## config.mk

```make
export PLATFORM = sky130hd
export DESIGN_NAME = csa42_multi_adder
export DESIGN_NICKNAME = d
export VERILOG_FILES = /design/src/rtl/csa42_pkg.sv /design/src/rtl/csa42_cell.sv /design/src/rtl/csa42_row.sv /design/src/rtl/csa32_row.sv /design/src/rtl/csa42_cpa.sv /design/src/rtl/csa42_multi_adder.sv
export SDC_FILE = /design/constraint.sdc
export NUM_CORES = 1
export LEC_CHECK = 0
export BUFFER_PORTS_ARGS = -buffer_cell sky130_fd_sc_hd__buf_2
export CAP_MARGIN = 20
export CORE_MARGIN = 10
export CORE_UTILIZATION = 49
export CTS_BUF_LIST = sky130_fd_sc_hd__clkbuf_4 sky130_fd_sc_hd__clkbuf_8
export CTS_CLUSTER_DIAMETER = 200
export DETAILED_ROUTE_END_ITERATION = 16
export PLACE_DENSITY = 0.75
export SLEW_MARGIN = 10
export SYNTH_ARGS = -nofsm -noshare
export SYNTH_HDL_FRONTEND = slang
export SYNTH_HIERARCHICAL = 1
export SYNTH_SLANG_ARGS = --single-unit
```

## constraint.sdc

```tcl
create_clock -name clk -period 13.9 [get_ports clk]
set_input_delay 1.39 -clock clk [delete_from_list [all_inputs] [get_ports clk]]
set_output_delay 1.39 -clock clk [all_outputs]
set_load 0.01 [all_outputs]
```

## src/rtl/csa42_pkg.sv

```systemverilog
`timescale 1ns/1ps
// Package csa42_pkg
// Compile-time planning of the reduction tree. These functions give the
// row count at each level and the number of levels. Elaboration uses
// them only; no hardware comes from this package.
package csa42_pkg;

    // Rows left after one level: groups of four become two, a leftover
    // three becomes two, and a leftover one or two is passed through.
    function automatic int next_rows(input int n);
        int rem;
        if (n <= 2) return n;
        rem = n % 4;
        return 2 * (n / 4) + ((rem == 3) ? 2 : rem);
    endfunction

    // Row count at the input of level lv for a tree fed with m rows.
    function automatic int rows_at(input int m, input int lv);
        int n;
        n = m;
        for (int i = 0; i < lv; i++) n = next_rows(n);
        return n;
    endfunction

    // Number of levels needed to reach at most two rows.
    function automatic int tree_levels(input int m);
        int n;
        int lv;
        n  = m;
        lv = 0;
        while (n > 2) begin
            n  = next_rows(n);
            lv = lv + 1;
        end
        return lv;
    endfunction

endpackage

```

## src/rtl/csa42_cell.sv

```systemverilog
`timescale 1ns/1ps
// Module csa42_cell
// One 4:2 compressor column. It takes four primary bits of equal weight
// and an incoming carry from the column to the right. It gives a sum bit
// of that weight, plus a carry bit and an outgoing column carry, both of
// the next weight.
// The outgoing carry is the majority of x0, x1 and x2, so it never
// depends on cin. The sum goes through three XOR levels.
// Assumes nothing; purely combinational.
module csa42_cell (
    input  logic x0,
    input  logic x1,
    input  logic x2,
    input  logic x3,
    input  logic cin,
    output logic sum,
    output logic carry,
    output logic cout
);
    logic p01;
    logic p23;
    logic p_all;

    // Parity tree and carry selection of the compressor column
    always_comb begin
        p01   = x0 ^ x1;
        p23   = x2 ^ x3;
        p_all = p01 ^ p23;
        cout  = p01 ? x2 : x0;
        sum   = p_all ^ cin;
        carry = p_all ? cin : x3;
    end
endmodule

```

## src/rtl/csa42_row.sv

```systemverilog
`timescale 1ns/1ps
// Module csa42_row
// WD compressor columns side by side, reducing four vectors of width WD
// to a sum vector and a carry vector with the same value modulo 2^WD.
// Column 0 takes a zero cin. Each column's cout feeds the next column's
// cin, but cout does not depend on cin, so there is no ripple.
// Assumes the sum of the four inputs is below 2^WD; the top carries are
// then zero and dropping them loses nothing.
module csa42_row #(
    parameter int WD = 20
) (
    input  logic [WD-1:0] a,
    input  logic [WD-1:0] b,
    input  logic [WD-1:0] c,
    input  logic [WD-1:0] d,
    output logic [WD-1:0] s,
    output logic [WD-1:0] cv
);
    logic [WD:0]   link;
    logic [WD-1:0] cy;

    assign link[0] = 1'b0;

    for (genvar i = 0; i < WD; i++) begin : g_col
        csa42_cell u_cell (
            .x0   (a[i]),
            .x1   (b[i]),
            .x2   (c[i]),
            .x3   (d[i]),
            .cin  (link[i]),
            .sum  (s[i]),
            .carry(cy[i]),
            .cout (link[i+1])
        );
    end

    // Carry bits move up one weight; the column-0 slot is empty
    if (WD > 1) begin : g_shift
        assign cv = {cy[WD-2:0], 1'b0};
    end else begin : g_shift1
        assign cv = '0;
    end
endmodule

```

## src/rtl/csa32_row.sv

```systemverilog
`timescale 1ns/1ps
// Module csa32_row
// A row of (3,2) counters that reduces three vectors to a sum vector and
// a carry vector. The tree uses it when a level holds three leftover
// rows. Assumes the three inputs add up to less than 2^WD.
module csa32_row #(
    parameter int WD = 20
) (
    input  logic [WD-1:0] a,
    input  logic [WD-1:0] b,
    input  logic [WD-1:0] c,
    output logic [WD-1:0] s,
    output logic [WD-1:0] cv
);
    logic [WD-1:0] maj;

    // Full-adder sum and majority per column
    always_comb begin
        s   = a ^ b ^ c;
        maj = (a & b) | (a & c) | (b & c);
    end

    if (WD > 1) begin : g_shift
        assign cv = {maj[WD-2:0], 1'b0};
    end else begin : g_shift1
        assign cv = '0;
    end
endmodule

```

## src/rtl/csa42_cpa.sv

```systemverilog
`timescale 1ns/1ps
// Module csa42_cpa
// Final carry-propagate adder that turns the redundant pair into one
// binary value. Assumes the true sum fits in WD bits.
module csa42_cpa #(
    parameter int WD = 20
) (
    input  logic [WD-1:0] a,
    input  logic [WD-1:0] b,
    output logic [WD-1:0] y
);
    logic [WD:0] carry;

    // Ripple carry chain, one generate/propagate stage per bit
    always_comb begin
        carry[0] = 1'b0;
        for (int i = 0; i < WD; i++) begin
            y[i]       = a[i] ^ b[i] ^ carry[i];
            carry[i+1] = (a[i] & b[i]) | (carry[i] & (a[i] ^ b[i]));
        end
    end
endmodule

```

## src/rtl/csa42_multi_adder.sv

```systemverilog
`timescale 1ns/1ps
// Module csa42_multi_adder
// Adds M rows of W bits. A level-by-level carry-save tree, made of 4:2
// compressor rows, reduces them to two vectors. Leftover rows in a level
// use a (3,2) row or pass through. A carry-propagate adder then gives
// the total. The redundant pair and the total are registered: one cycle
// of latency.
// Assumes M >= 1 and W >= 1. Rows are unsigned, or already aligned by
// the producer.
module csa42_multi_adder #(
    parameter  int W    = 16,
    parameter  int M    = 16,
    localparam int OUTW = W + $clog2(M)
) (
    input  logic            clk,
    input  logic            rst_n,
    input  logic [M*W-1:0]  rows_i,
    output logic [OUTW-1:0] sum_o,
    output logic [OUTW-1:0] carry_o,
    output logic [OUTW-1:0] total_o
);
    import csa42_pkg::*;

    localparam int LV     = tree_levels(M);
    localparam int N_LAST = rows_at(M, LV);

    logic [OUTW-1:0] node [0:LV][0:M-1];
    logic [OUTW-1:0] red_s;
    logic [OUTW-1:0] red_c;
    logic [OUTW-1:0] tot_w;

    // Level 0: rows widened to the output width
    for (genvar r = 0; r < M; r++) begin : g_in
        assign node[0][r] = OUTW'(rows_i[r*W +: W]);
    end

    // Reduction levels
    for (genvar l = 0; l < LV; l++) begin : g_lvl
        localparam int N   = rows_at(M, l);
        localparam int NG  = N / 4;
        localparam int REM = N % 4;
        localparam int NN  = next_rows(N);

        for (genvar g = 0; g < NG; g++) begin : g_grp
            csa42_row #(.WD(OUTW)) u_row (
                .a (node[l][4*g]),
                .b (node[l][4*g+1]),
                .c (node[l][4*g+2]),
                .d (node[l][4*g+3]),
                .s (node[l+1][2*g]),
                .cv(node[l+1][2*g+1])
            );
        end

        if (REM == 3) begin : g_three
            csa32_row #(.WD(OUTW)) u_fa (
                .a (node[l][4*NG]),
                .b (node[l][4*NG+1]),
                .c (node[l][4*NG+2]),
                .s (node[l+1][2*NG]),
                .cv(node[l+1][2*NG+1])
            );
        end else begin : g_pass
            for (genvar p = 0; p < REM; p++) begin : g_p
                assign node[l+1][2*NG+p] = node[l][4*NG+p];
            end
        end

        for (genvar z = NN; z < M; z++) begin : g_zero
            assign node[l+1][z] = '0;
        end
    end

    // Pick the surviving pair
    assign red_s = node[LV][0];
    if (N_LAST >= 2) begin : g_pair
        assign red_c = node[LV][1];
    end else begin : g_single
        assign red_c = '0;
    end

    csa42_cpa #(.WD(OUTW)) u_cpa (
        .a(red_s),
        .b(red_c),
        .y(tot_w)
    );

    // Output register with synchronous active-low clear
    always_ff @(posedge clk) begin
        if (!rst_n) begin
            sum_o   <= '0;
            carry_o <= '0;
            total_o <= '0;
        end else begin
            sum_o   <= red_s;
            carry_o <= red_c;
            total_o <= tot_w;
        end
    end
endmodule


```

==> reports/results.tsv <==
metric	value	unit
RSZ-0062 raised after global routing	no	
final std cells w/o fill	1901	
WHS Endpoint	total_o[3]	
most used cell, CP	fa_1	
DR pass1 iterations	6	
Hold Startpoint	rst_n	
Mapped Area	11800	um^2
maximum vdd ir drop	207	uV
WHS	1.72	ns
post-synthesis cell count	1251	
WL per Instance	14.0	um
Iter 0 DRT Violations	222	
Avg Vias per Cell	4.63	
Die H	175	um
HP Class	in2reg	
layout cells sized above 1	24.0	%
clock tree sinks	60	
fmax	94.4	MHz
max-slew violation count	0	
number of max-cap violations	0	
Hold Path Stages	2	
num ports	318	
CP max FO	3	
Mean Syn Cell Area	9.40	um^2
Worst-Margin Slew	0.801	ns
Tcrit/Tclk final	76.2	%
post-layout util	56.9	%
Root Buffer	clkbuf_8	
Chip Width	175	um
relative slew slack	46.6	%
setup repair bufs after CTS	0	
Critical Path AT	10.81	ns
Crit Path Class	in2reg	
Overflow after GRT	0	
Syn. warnings	6	
Power Dens Cells	317	nW/um^2
DP Wirelength	23900	um
number of global-route vias before repair	9234	
placed insts	1885	
port bufs	317	
Total GRT Usage	17.0	%
Final nets	1854	
most frequent cells in the layout	buf_2 (317), conb_1 (152), xnor3_1 (140), xor2_1 (140), xnor2_1 (140)	
CP Launch Type	input port	
Clock Path Buffers	2	
Starting Density	50.0	%
largest net degree at the start of global routing	61	
H-Tree Depth	3	
global-route wire length before repair	43600	um
Via Count	8809	
total wire length	26600	um
Crit path largest cell delay	0.46	ns
WP data required	14.12	ns
Worst-path clk slew	0.07	ns
final setup TNS	0	ns
Routed Antenna Nets	0	
commonest non-fill, non-tap cell in the layout	buf_2	
crit path capture type	flop	
die area	30600	um^2
residual DRC count	0	
Rows	56	
CP bufs+invs	3	
# hold bufs at CTS	0	
Tmin final	10.59	ns
Hold Vio Cnt, Final	0	
CTS tree	yes	
leakage	6.71	nW
final setup vio count	0	
Area after DPL	13200	um^2
area grow syn2layout	13.8	%
Core Area	23500	um^2
RePlAce Congestion	0.841	
Crit path max-delay family	adder cells	
post_cts resized	0	
post-route cell area	13400	um^2
initial antenna violation count	1	
Worst path slowest cell	fa_1	
cts bufs inserted	9	
status	finished clean	
-- final cells by class --
cell class | instances | area (um^2)
repair buffers | 317 | 1590
well taps | 319 | 399
flip-flops and latches | 60 | 1200
multi-input cells | 1184 | 10000
inverters | 5 | 18.8
clock inverters | 4 | 25.0
clock buffers | 11 | 151
fillers | 2144 | 10200
diodes | 1 | 2.50
-- power by group --
group	internal (mW)	switching, mW
clock network	0.0728	0.0711
registers	0.308	0.0272
logic	1.97	1.79
-- metal layers --
metal | GRT usage, % | wire length, um | part of all wire [%] | vias up
li1 | - | - | - | 4543
met1 | 17.9 | 10400 | 39 | 4030
met2 | 33.1 | 14200 | 53 | 216
met3 | 4.48 | 1730 | 6.5 | 20
met4 | 3.29 | 322 | 1.2 | 0
met5 | 0 | 0 | 0 | -
-- how the worst max path moves through the flow --
stage / start / endpoint / slack (ns) / depth (start not counted)
detailed placement: rows_i[160] / total_o[19] / 2.98 / 30
floorplan: rows_i[160] / total_o[19] / 3.74 / 29
global placement: rows_i[160] / total_o[19] / 3.10 / 30
CTS: rows_i[160] / total_o[19] / 3.34 / 30
finish: rows_i[32] / total_o[19] / 3.31 / 30
global route: rows_i[160] / total_o[19] / 2.95 / 30
-- sequential cells by signal, summed over array words and instances, names as in the netlist --
register,flops
sum_o,20
carry_o,20
total_o,20
-- stage by stage --
step	power [mW]	worst slack [ns]
final	4.25	3.31
after global routing	4.80	2.95
after floorplan	3.66	3.74
after CTS	4.25	3.34
after detailed placement	4.09	2.98
after global placement	3.96	3.10
Power figures use the tool's default switching activity.
